--- src/rtl/adc_rdr_pkg.sv ---
package adc_rdr_pkg;

   typedef enum logic [3:0] {
      ST_IDLE,
      ST_WR_LO,
      ST_WR_GAP,
      ST_WR_HI,
      ST_CV_GAP,
      ST_CONV,
      ST_WAIT_HI,
      ST_WAIT_LO,
      ST_RD_LO,
      ST_RD_GAP,
      ST_RD_HI,
      ST_DONE
   } rdr_state_e;

   // Registered view of the converter bus control lines.
   typedef struct packed {
      logic cs_n;
      logic rd_n;
      logic wr_n;
      logic convst_n;
      logic hben;
      logic drive;
   } bus_ctl_t;

   localparam bus_ctl_t BUS_QUIET = '{cs_n: 1'b1, rd_n: 1'b1, wr_n: 1'b1,
                                      convst_n: 1'b1, hben: 1'b0, drive: 1'b0};

   function automatic bus_ctl_t decode_bus(input rdr_state_e s);
      bus_ctl_t b;
      b = BUS_QUIET;
      case (s)
         ST_WR_LO: begin b.cs_n = 1'b0; b.wr_n = 1'b0; b.drive = 1'b1; end
         ST_WR_HI: begin b.cs_n = 1'b0; b.wr_n = 1'b0; b.drive = 1'b1; b.hben = 1'b1; end
         ST_CONV:  begin b.convst_n = 1'b0; end
         ST_RD_LO: begin b.cs_n = 1'b0; b.rd_n = 1'b0; end
         ST_RD_HI: begin b.cs_n = 1'b0; b.rd_n = 1'b0; b.hben = 1'b1; end
         default:  b = BUS_QUIET;
      endcase
      return b;
   endfunction

endpackage

--- src/rtl/adc_rdr_sync.sv ---
module adc_rdr_sync #(
   parameter int STAGES = 2
) (
   input  logic clk,
   input  logic rst_n,
   input  logic d_i,
   output logic q_o
);

   generate
      if (STAGES < 0) begin : g_bad_stages
         $error("adc_rdr_sync: STAGES must not be negative");
      end

      if (STAGES == 0) begin : g_direct
         assign q_o = d_i;
      end else if (STAGES == 1) begin : g_single
         logic ff_q;
         always_ff @(posedge clk or negedge rst_n) begin
            if (!rst_n) ff_q <= 1'b0;
            else        ff_q <= d_i;
         end
         assign q_o = ff_q;
      end else begin : g_chain
         logic [STAGES-1:0] sh_q;
         always_ff @(posedge clk or negedge rst_n) begin
            if (!rst_n) sh_q <= '0;
            else        sh_q <= {sh_q[STAGES-2:0], d_i};
         end
         assign q_o = sh_q[STAGES-1];
      end
   endgenerate

endmodule

--- src/rtl/adc_rdr_strobe.sv ---
module adc_rdr_strobe #(
   parameter int LEN_W = 6
) (
   input  logic             clk,
   input  logic             rst_n,
   input  logic             run_i,
   input  logic [LEN_W-1:0] len_i,
   output logic             last_o
);

   logic [LEN_W-1:0] cnt_q;
   logic [LEN_W-1:0] eff_len;

   // A zero length still produces a one-clock strobe.
   assign eff_len = (len_i == '0) ? LEN_W'(1) : len_i;
   assign last_o  = run_i && (cnt_q == eff_len - LEN_W'(1));

   always_ff @(posedge clk or negedge rst_n) begin
      if (!rst_n)                cnt_q <= '0;
      else if (!run_i || last_o) cnt_q <= '0;
      else                       cnt_q <= cnt_q + LEN_W'(1);
   end

endmodule

--- src/rtl/adc_rdr_wdog.sv ---
module adc_rdr_wdog #(
   parameter int LIM_W = 16
) (
   input  logic             clk,
   input  logic             rst_n,
   input  logic             run_i,
   input  logic [LIM_W-1:0] limit_i,
   output logic             expired_o
);

   logic [LIM_W-1:0] cnt_q;

   assign expired_o = run_i && (cnt_q >= limit_i);

   always_ff @(posedge clk or negedge rst_n) begin
      if (!rst_n)             cnt_q <= '0;
      else if (!run_i)        cnt_q <= '0;
      else if (cnt_q != '1)   cnt_q <= cnt_q + LIM_W'(1);
   end

endmodule

--- src/rtl/adc_rdr_pack.sv ---
module adc_rdr_pack #(
   parameter int DATA_W = 8,
   parameter int RES_W  = 12,
   parameter int ID_W   = 2
) (
   input  logic              clk,
   input  logic              rst_n,
   input  logic              cap_lo_i,
   input  logic              cap_hi_i,
   input  logic              publish_i,
   input  logic [DATA_W-1:0] byte_i,
   output logic [RES_W-1:0]  result_o,
   output logic [ID_W-1:0]   chan_o,
   output logic              valid_o,
   output logic              rsv_err_o
);

   localparam int HI_BITS = RES_W - DATA_W;
   localparam int RSV_LSB = HI_BITS + ID_W;

   logic [DATA_W-1:0] lo_q;
   logic [DATA_W-1:0] hi_q;
   logic              rsv_bad;

   generate
      if (RSV_LSB < DATA_W) begin : g_rsv
         assign rsv_bad = |hi_q[DATA_W-1:RSV_LSB];
      end else begin : g_no_rsv
         assign rsv_bad = 1'b0;
      end
   endgenerate

   always_ff @(posedge clk or negedge rst_n) begin
      if (!rst_n) begin
         lo_q <= '0;
         hi_q <= '0;
      end else begin
         if (cap_lo_i) lo_q <= byte_i;
         if (cap_hi_i) hi_q <= byte_i;
      end
   end

   always_ff @(posedge clk or negedge rst_n) begin
      if (!rst_n) begin
         result_o  <= '0;
         chan_o    <= '0;
         valid_o   <= 1'b0;
         rsv_err_o <= 1'b0;
      end else begin
         valid_o   <= publish_i;
         rsv_err_o <= publish_i && rsv_bad;
         if (publish_i) begin
            result_o <= {hi_q[HI_BITS-1:0], lo_q};
            chan_o   <= hi_q[RSV_LSB-1:HI_BITS];
         end
      end
   end

endmodule

--- src/rtl/adc_byte_reader.sv ---
module adc_byte_reader #(
   parameter int DATA_W      = 8,
   parameter int RES_W       = 12,
   parameter int ID_W        = 2,
   parameter int STRB_W      = 6,
   parameter int TMO_W       = 16,
   parameter int SYNC_STAGES = 2
) (
   input  logic              clk,
   input  logic              rst_n,
   input  logic              start_i,
   input  logic              cfg_wr_i,
   input  logic [RES_W-1:0]  cfg_word_i,
   input  logic [STRB_W-1:0] strobe_len_i,
   input  logic [TMO_W-1:0]  busy_limit_i,
   input  logic              adc_busy_i,
   input  logic [DATA_W-1:0] adc_data_i,
   output logic [DATA_W-1:0] adc_data_o,
   output logic              adc_data_oe_o,
   output logic              adc_cs_n_o,
   output logic              adc_rd_n_o,
   output logic              adc_wr_n_o,
   output logic              adc_convst_n_o,
   output logic              adc_hben_o,
   output logic [RES_W-1:0]  result_o,
   output logic [ID_W-1:0]   chan_o,
   output logic              valid_o,
   output logic              rsv_err_o,
   output logic              timeout_o
);
   import adc_rdr_pkg::*;

   localparam int HI_BITS = RES_W - DATA_W;
   localparam int PAD_W   = DATA_W - HI_BITS;

   generate
      if (RES_W <= DATA_W) begin : g_err_res
         $error("adc_byte_reader: RES_W must exceed DATA_W");
      end
      if (HI_BITS + ID_W > DATA_W) begin : g_err_hi
         $error("adc_byte_reader: high byte cannot hold upper result bits and channel");
      end
      if (STRB_W < 1 || TMO_W < 1) begin : g_err_cnt
         $error("adc_byte_reader: counter widths must be positive");
      end
      if (SYNC_STAGES > 4) begin : g_err_sync
         $error("adc_byte_reader: SYNC_STAGES limited to 4");
      end
   endgenerate

   rdr_state_e         state_q, state_d;
   bus_ctl_t           bus_q;
   logic [STRB_W-1:0]  len_q;
   logic [TMO_W-1:0]   lim_q;
   logic [RES_W-1:0]   cfg_q;
   logic               tmo_q;

   logic busy_s;
   logic strobe_run;
   logic strobe_last;
   logic wait_run;
   logic wait_expired;
   logic cap_lo, cap_hi, publish;
   logic take_start;

   adc_rdr_sync #(.STAGES(SYNC_STAGES)) u_busy_sync (
      .clk   (clk),
      .rst_n (rst_n),
      .d_i   (adc_busy_i),
      .q_o   (busy_s)
   );

   assign strobe_run = (state_q == ST_WR_LO) || (state_q == ST_WR_HI) ||
                       (state_q == ST_CONV)  || (state_q == ST_RD_LO) ||
                       (state_q == ST_RD_HI);

   adc_rdr_strobe #(.LEN_W(STRB_W)) u_strobe (
      .clk    (clk),
      .rst_n  (rst_n),
      .run_i  (strobe_run),
      .len_i  (len_q),
      .last_o (strobe_last)
   );

   assign wait_run = (state_q == ST_WAIT_HI) || (state_q == ST_WAIT_LO);

   adc_rdr_wdog #(.LIM_W(TMO_W)) u_wdog (
      .clk       (clk),
      .rst_n     (rst_n),
      .run_i     (wait_run),
      .limit_i   (lim_q),
      .expired_o (wait_expired)
   );

   assign take_start = (state_q == ST_IDLE) && start_i;

   always_comb begin
      state_d = state_q;
      case (state_q)
         ST_IDLE:    if (start_i) state_d = cfg_wr_i ? ST_WR_LO : ST_CONV;
         ST_WR_LO:   if (strobe_last) state_d = ST_WR_GAP;
         ST_WR_GAP:  state_d = ST_WR_HI;
         ST_WR_HI:   if (strobe_last) state_d = ST_CV_GAP;
         ST_CV_GAP:  state_d = ST_CONV;
         ST_CONV:    if (strobe_last) state_d = ST_WAIT_HI;
         ST_WAIT_HI: begin
            if (busy_s)            state_d = ST_WAIT_LO;
            else if (wait_expired) state_d = ST_IDLE;
         end
         ST_WAIT_LO: begin
            if (!busy_s)           state_d = ST_RD_LO;
            else if (wait_expired) state_d = ST_IDLE;
         end
         ST_RD_LO:   if (strobe_last) state_d = ST_RD_GAP;
         ST_RD_GAP:  state_d = ST_RD_HI;
         ST_RD_HI:   if (strobe_last) state_d = ST_DONE;
         ST_DONE:    state_d = ST_IDLE;
         default:    state_d = ST_IDLE;
      endcase
   end

   always_ff @(posedge clk or negedge rst_n) begin
      if (!rst_n) begin
         state_q <= ST_IDLE;
         bus_q   <= BUS_QUIET;
         len_q   <= '0;
         lim_q   <= '0;
         cfg_q   <= '0;
         tmo_q   <= 1'b0;
      end else begin
         state_q <= state_d;
         bus_q   <= decode_bus(state_d);
         tmo_q   <= wait_run && (state_d == ST_IDLE);
         if (take_start) begin
            len_q <= strobe_len_i;
            lim_q <= busy_limit_i;
            cfg_q <= cfg_word_i;
         end
      end
   end

   assign cap_lo  = (state_q == ST_RD_LO) && strobe_last;
   assign cap_hi  = (state_q == ST_RD_HI) && strobe_last;
   assign publish = (state_q == ST_DONE);

   adc_rdr_pack #(.DATA_W(DATA_W), .RES_W(RES_W), .ID_W(ID_W)) u_pack (
      .clk       (clk),
      .rst_n     (rst_n),
      .cap_lo_i  (cap_lo),
      .cap_hi_i  (cap_hi),
      .publish_i (publish),
      .byte_i    (adc_data_i),
      .result_o  (result_o),
      .chan_o    (chan_o),
      .valid_o   (valid_o),
      .rsv_err_o (rsv_err_o)
   );

   assign adc_data_o     = bus_q.hben ? {{PAD_W{1'b0}}, cfg_q[RES_W-1:DATA_W]}
                                      : cfg_q[DATA_W-1:0];
   assign adc_data_oe_o  = bus_q.drive;
   assign adc_cs_n_o     = bus_q.cs_n;
   assign adc_rd_n_o     = bus_q.rd_n;
   assign adc_wr_n_o     = bus_q.wr_n;
   assign adc_convst_n_o = bus_q.convst_n;
   assign adc_hben_o     = bus_q.hben;
   assign timeout_o      = tmo_q;

endmodule

--- config.mk ---
export PLATFORM = sky130hd
export DESIGN_NAME = adc_byte_reader
export DESIGN_NICKNAME = d
export VERILOG_FILES = /design/src/rtl/adc_rdr_pkg.sv /design/src/rtl/adc_rdr_sync.sv /design/src/rtl/adc_rdr_strobe.sv /design/src/rtl/adc_rdr_wdog.sv /design/src/rtl/adc_rdr_pack.sv /design/src/rtl/adc_byte_reader.sv
export SDC_FILE = /design/constraint.sdc
export NUM_CORES = 1
export LEC_CHECK = 0
export ABC_AREA = 1
export ABC_CLOCK_PERIOD_IN_PS = 4700
export BUFFER_PORTS_ARGS = -buffer_cell sky130_fd_sc_hd__buf_2
export CAP_MARGIN = 20
export CORE_ASPECT_RATIO = 0.9
export CORE_MARGIN = 1
export CORE_UTILIZATION = 61
export CTS_BUF_LIST = sky130_fd_sc_hd__clkbuf_4 sky130_fd_sc_hd__clkbuf_8 sky130_fd_sc_hd__clkbuf_16
export DETAILED_ROUTE_END_ITERATION = 16
export MAX_ROUTING_LAYER = met4
export PLACE_DENSITY_LB_ADDON = 0.12
export SLEW_MARGIN = 10
export SYNTH_ARGS = -nofsm -noshare
export SYNTH_HDL_FRONTEND = slang
export SYNTH_SLANG_ARGS = --single-unit
export TNS_END_PERCENT = 50
--- constraint.sdc ---
create_clock -name clk -period 4.7 [get_ports clk]
set_input_delay 0.705 -clock clk [delete_from_list [all_inputs] [get_ports clk]]
set_output_delay 0.705 -clock clk [all_outputs]
set_load 0.02 [all_outputs]
==> results.sh <==
export IMPL_die_w_um=96.7
export IMPL_wirelength_um=9840
export IMPL_post_cts_setup_buffers=0
export IMPL_cts_max_level=3
export IMPL_row_count=30
export IMPL_leakage_nw=2.85
export IMPL_timing_fmax_mhz=472
export IMPL_synth_top_area_share=0.493
export IMPL_worstSetupEndpointType="flip-flop"
export IMPL_nNetsFinal=697
export IMPL_clk_path_buf_depth=2
export IMPL_synthCells=556
export IMPL_io_pins=78
export IMPL_yosysMostFrequentCell="dfrtp_1"
export IMPL_min_path_type="flip-flop to flip-flop"
export IMPL_synth_area_top_cells="dfrtp_1, inv_1, nor2_1"
export IMPL_cp_slowest_cell="nor2_1"
export IMPL_post_cts_resized=0
export IMPL_rsz0062_at_grt="false"
export IMPL_grt_pass1_wl_um=17100
export IMPL_numPortBuffers=77
export IMPL_hold_end="u_busy_sync.g_chain.sh_q[1]"
export IMPL_vias=3948
export IMPL_worst_pin_slew_ns=1.03
export IMPL_tns_ns=0
export IMPL_grt_max_degree=65
export IMPL_synth_area_mm2=0.00492
export IMPL_dr_first_iter_drc_count=267
export IMPL_power_density_mw_per_mm2=523
export IMPL_drc_errors=0
export IMPL_setup_viol=0
export IMPL_cts_sinks=101
export IMPL_required_ns=5.01
export IMPL_ys_warn_count=0
export IMPL_grt_usage=0.262
export IMPL_fillers=603
export IMPL_dpl_hpwl_um=7330
export IMPL_max_stage_delay_ns=0.79
export IMPL_synth_seq_area_share=0.515
export IMPL_r2r_end="adc_hben_o"
export IMPL_wire_per_inst_um=13.4
export IMPL_layout_drive_gt1_share=0.226
export IMPL_relSlewSlack=0.308
export IMPL_postPlaceCellArea_mm2=0.00538
export IMPL_firstDrtPassIters=6
export IMPL_syn_nets=621
export IMPL_area_growth_pct=13.2
export IMPL_hold_start="u_busy_sync.g_chain.sh_q[0]"
export IMPL_postCtsHoldBufs=0
export IMPL_synth_top_area_cell="dfrtp_1"
export IMPL_cts_buffers=9
export IMPL_antenna_found_initial=0
export IMPL_fin_worst_skew_ns=0.0109
export IMPL_avgSynthCellArea_um2=8.85
export IMPL_grt_pass1_vias=3820
export IMPL_initial_core_util=0.643
export IMPL_ys_types=39
export IMPL_clockRootBuffer="clkbuf_8"
export IMPL_regToRegSetupSlack_ns=2.58
export IMPL_synth_ff_latch_count=101
export IMPL_gr_total_overflow=0
export IMPL_r2r_cells=9
export IMPL_cp_start_kind="flip-flop"
export IMPL_place_ws_ns=2.35
export IMPL_setup_slack_ns=2.58
export IMPL_cap_violations=0
export IMPL_antenna_diode_count=0
export IMPL_ys_flop_type="dfrtp_1"
export IMPL_final_area_mm2=0.00557
export IMPL_r2r_start="state_q[3]"
export IMPL_period_needed_ns=2.12
export IMPL_worstSkewPairLatency_ns=0.37
export IMPL_fp_coreArea_mm2=0.00766
export IMPL_vdd_drop_max_mv=0.241
export IMPL_dp_cells=717
export IMPL_utilization=0.727
export IMPL_worstPathArrival_ns=2.43
export IMPL_post_route_period_util=0.451
export IMPL_fin_cells=733
export IMPL_finalWeightedCongestion=0.886
export IMPL_fp_dieArea_mm2=0.00843
export IMPL_final_hold_viol_count=0
export IMPL_ys_async_sr_fraction=1.00
export IMPL_ant_nets=0
export IMPL_synth_edf_count=0
export IMPL_vias_per_cell=5.39
export IMPL_cpMostUsedCell="nand2_1"
export IMPL_die_h_um=87.2
export IMPL_cts_reportedPaths_clkPinSlew_ns=0.11
export IMPL_path_max_fanout=17
export IMPL_cp_cell_sequence="inv_1 > nand2_1 > nor2_1 > nand2_1 > inv_1 > nand2_1 > nand4_1 > nand3_1 > nand2_1"
export IMPL_status="completed"
export IMPL_cts_tree="done"
export IMPL_yosys_top_cells_count="dfrtp_1, inv_1, nor2_1"
export IMPL_crit_type="flip-flop to flip-flop"
export IMPL_slew_viol_final=0
export IMPL_whs_path_depth=0
-- state kept, by name, indices dropped and copies added (netlist names), 4 cells and up --
register	cells
len_q	6
state_q	4
u_wdog.cnt_q	16
u_pack.result_o	12
lim_q	16
cfg_q	12
u_pack.hi_q	8
u_pack.lo_q	8
u_strobe.cnt_q	6
-- worst max path at each step --
stage / start / to / cells past startpoint
after floorplan: adc_hben_o / adc_data_o[2] / 2
after global placement: start_i / adc_cs_n_o / 9
after detailed placement: start_i / adc_cs_n_o / 9
after CTS: adc_hben_o / adc_data_o[3] / 3
after global routing: state_q[3] / adc_hben_o / 9
final: state_q[3] / adc_hben_o / 9
-- worst max-delay path, delay by kind of cell (launching register included) --
kind | cells | cell delay, ns
buffers and inverters | 2 | 0.18
flip-flops | 1 | 0.42
AND/OR/NAND/NOR | 7 | 1.45
-- power breakdown --
group | switching [mW] | total, mW | internal, mW
clock | 0.318 | 0.524 | 0.206
combinational | 0.736 | 1.14 | 0.404
sequential | 0.134 | 1.25 | 1.12
-- area by class of cell --
| class | instances | area [um2] | share of cell area |
|---|---|---|---|
| flip-flops and latches | 101 | 2530 | 0.455 |
| multi-input cells | 359 | 2010 | 0.361 |
| repair buffers | 79 | 403 | 0.0723 |
| inverters | 82 | 309 | 0.0555 |
| clock buffers | 9 | 124 | 0.0222 |
| well taps | 96 | 120 | 0.0216 |
| clock inverters | 7 | 67.6 | 0.0121 |
-- metrics by stage --
step	hold WS, ns	power, mW
after global placement	0.334	2.35
after global routing	0.375	3.13
after floorplan	0.331	2.09
after detailed placement	0.335	2.42
after CTS	0.360	2.94
final	0.359	2.91
-- routing by layer --
metal	vias up	wire length (um)	GRT usage
li1	1936	-	-
met1	1875	4530	0.345
met2	123	4670	0.419
met3	14	533	0.0490
met4	0	105	0.0801
met5	-	0	-
-- cells by family after synthesis --
family,count (synthesis),synth area share
buffers and inverters,96,0.0773
DFF,101,0.515
adders and majority gates,18,0.0458
xor gates and xnor gates,5,0.0104
and+or+nand+nor,224,0.218
muxes,8,0.0183
AOI/OAI and AO/OA,104,0.115
-- cell usage in the layout (no fill, tap or decap), types with 2 or more instances in the layout --
cell type / n
a211oi_1: 2
a21oi_1: 55
buf_2: 76
buf_4: 3
clkbuf_8: 9
clkinv_4: 3
dfrtp_1: 97
dfstp_2: 4
ha_1: 18
inv_1: 79
inv_2: 2
inv_8: 3
mux2_2: 8
nand2_1: 77
nand2_2: 5
nand2_4: 3
nand3_1: 20
nand3_2: 5
nand4_1: 8
nor2_1: 78
nor2_2: 2
nor2_4: 2
nor2_8: 2
nor3_1: 12
nor3b_1: 2
nor4_1: 2
o21ai_0: 34
o21ai_2: 10
xnor2_1: 2
xor2_1: 2
Power figures use the tool's default switching activity.
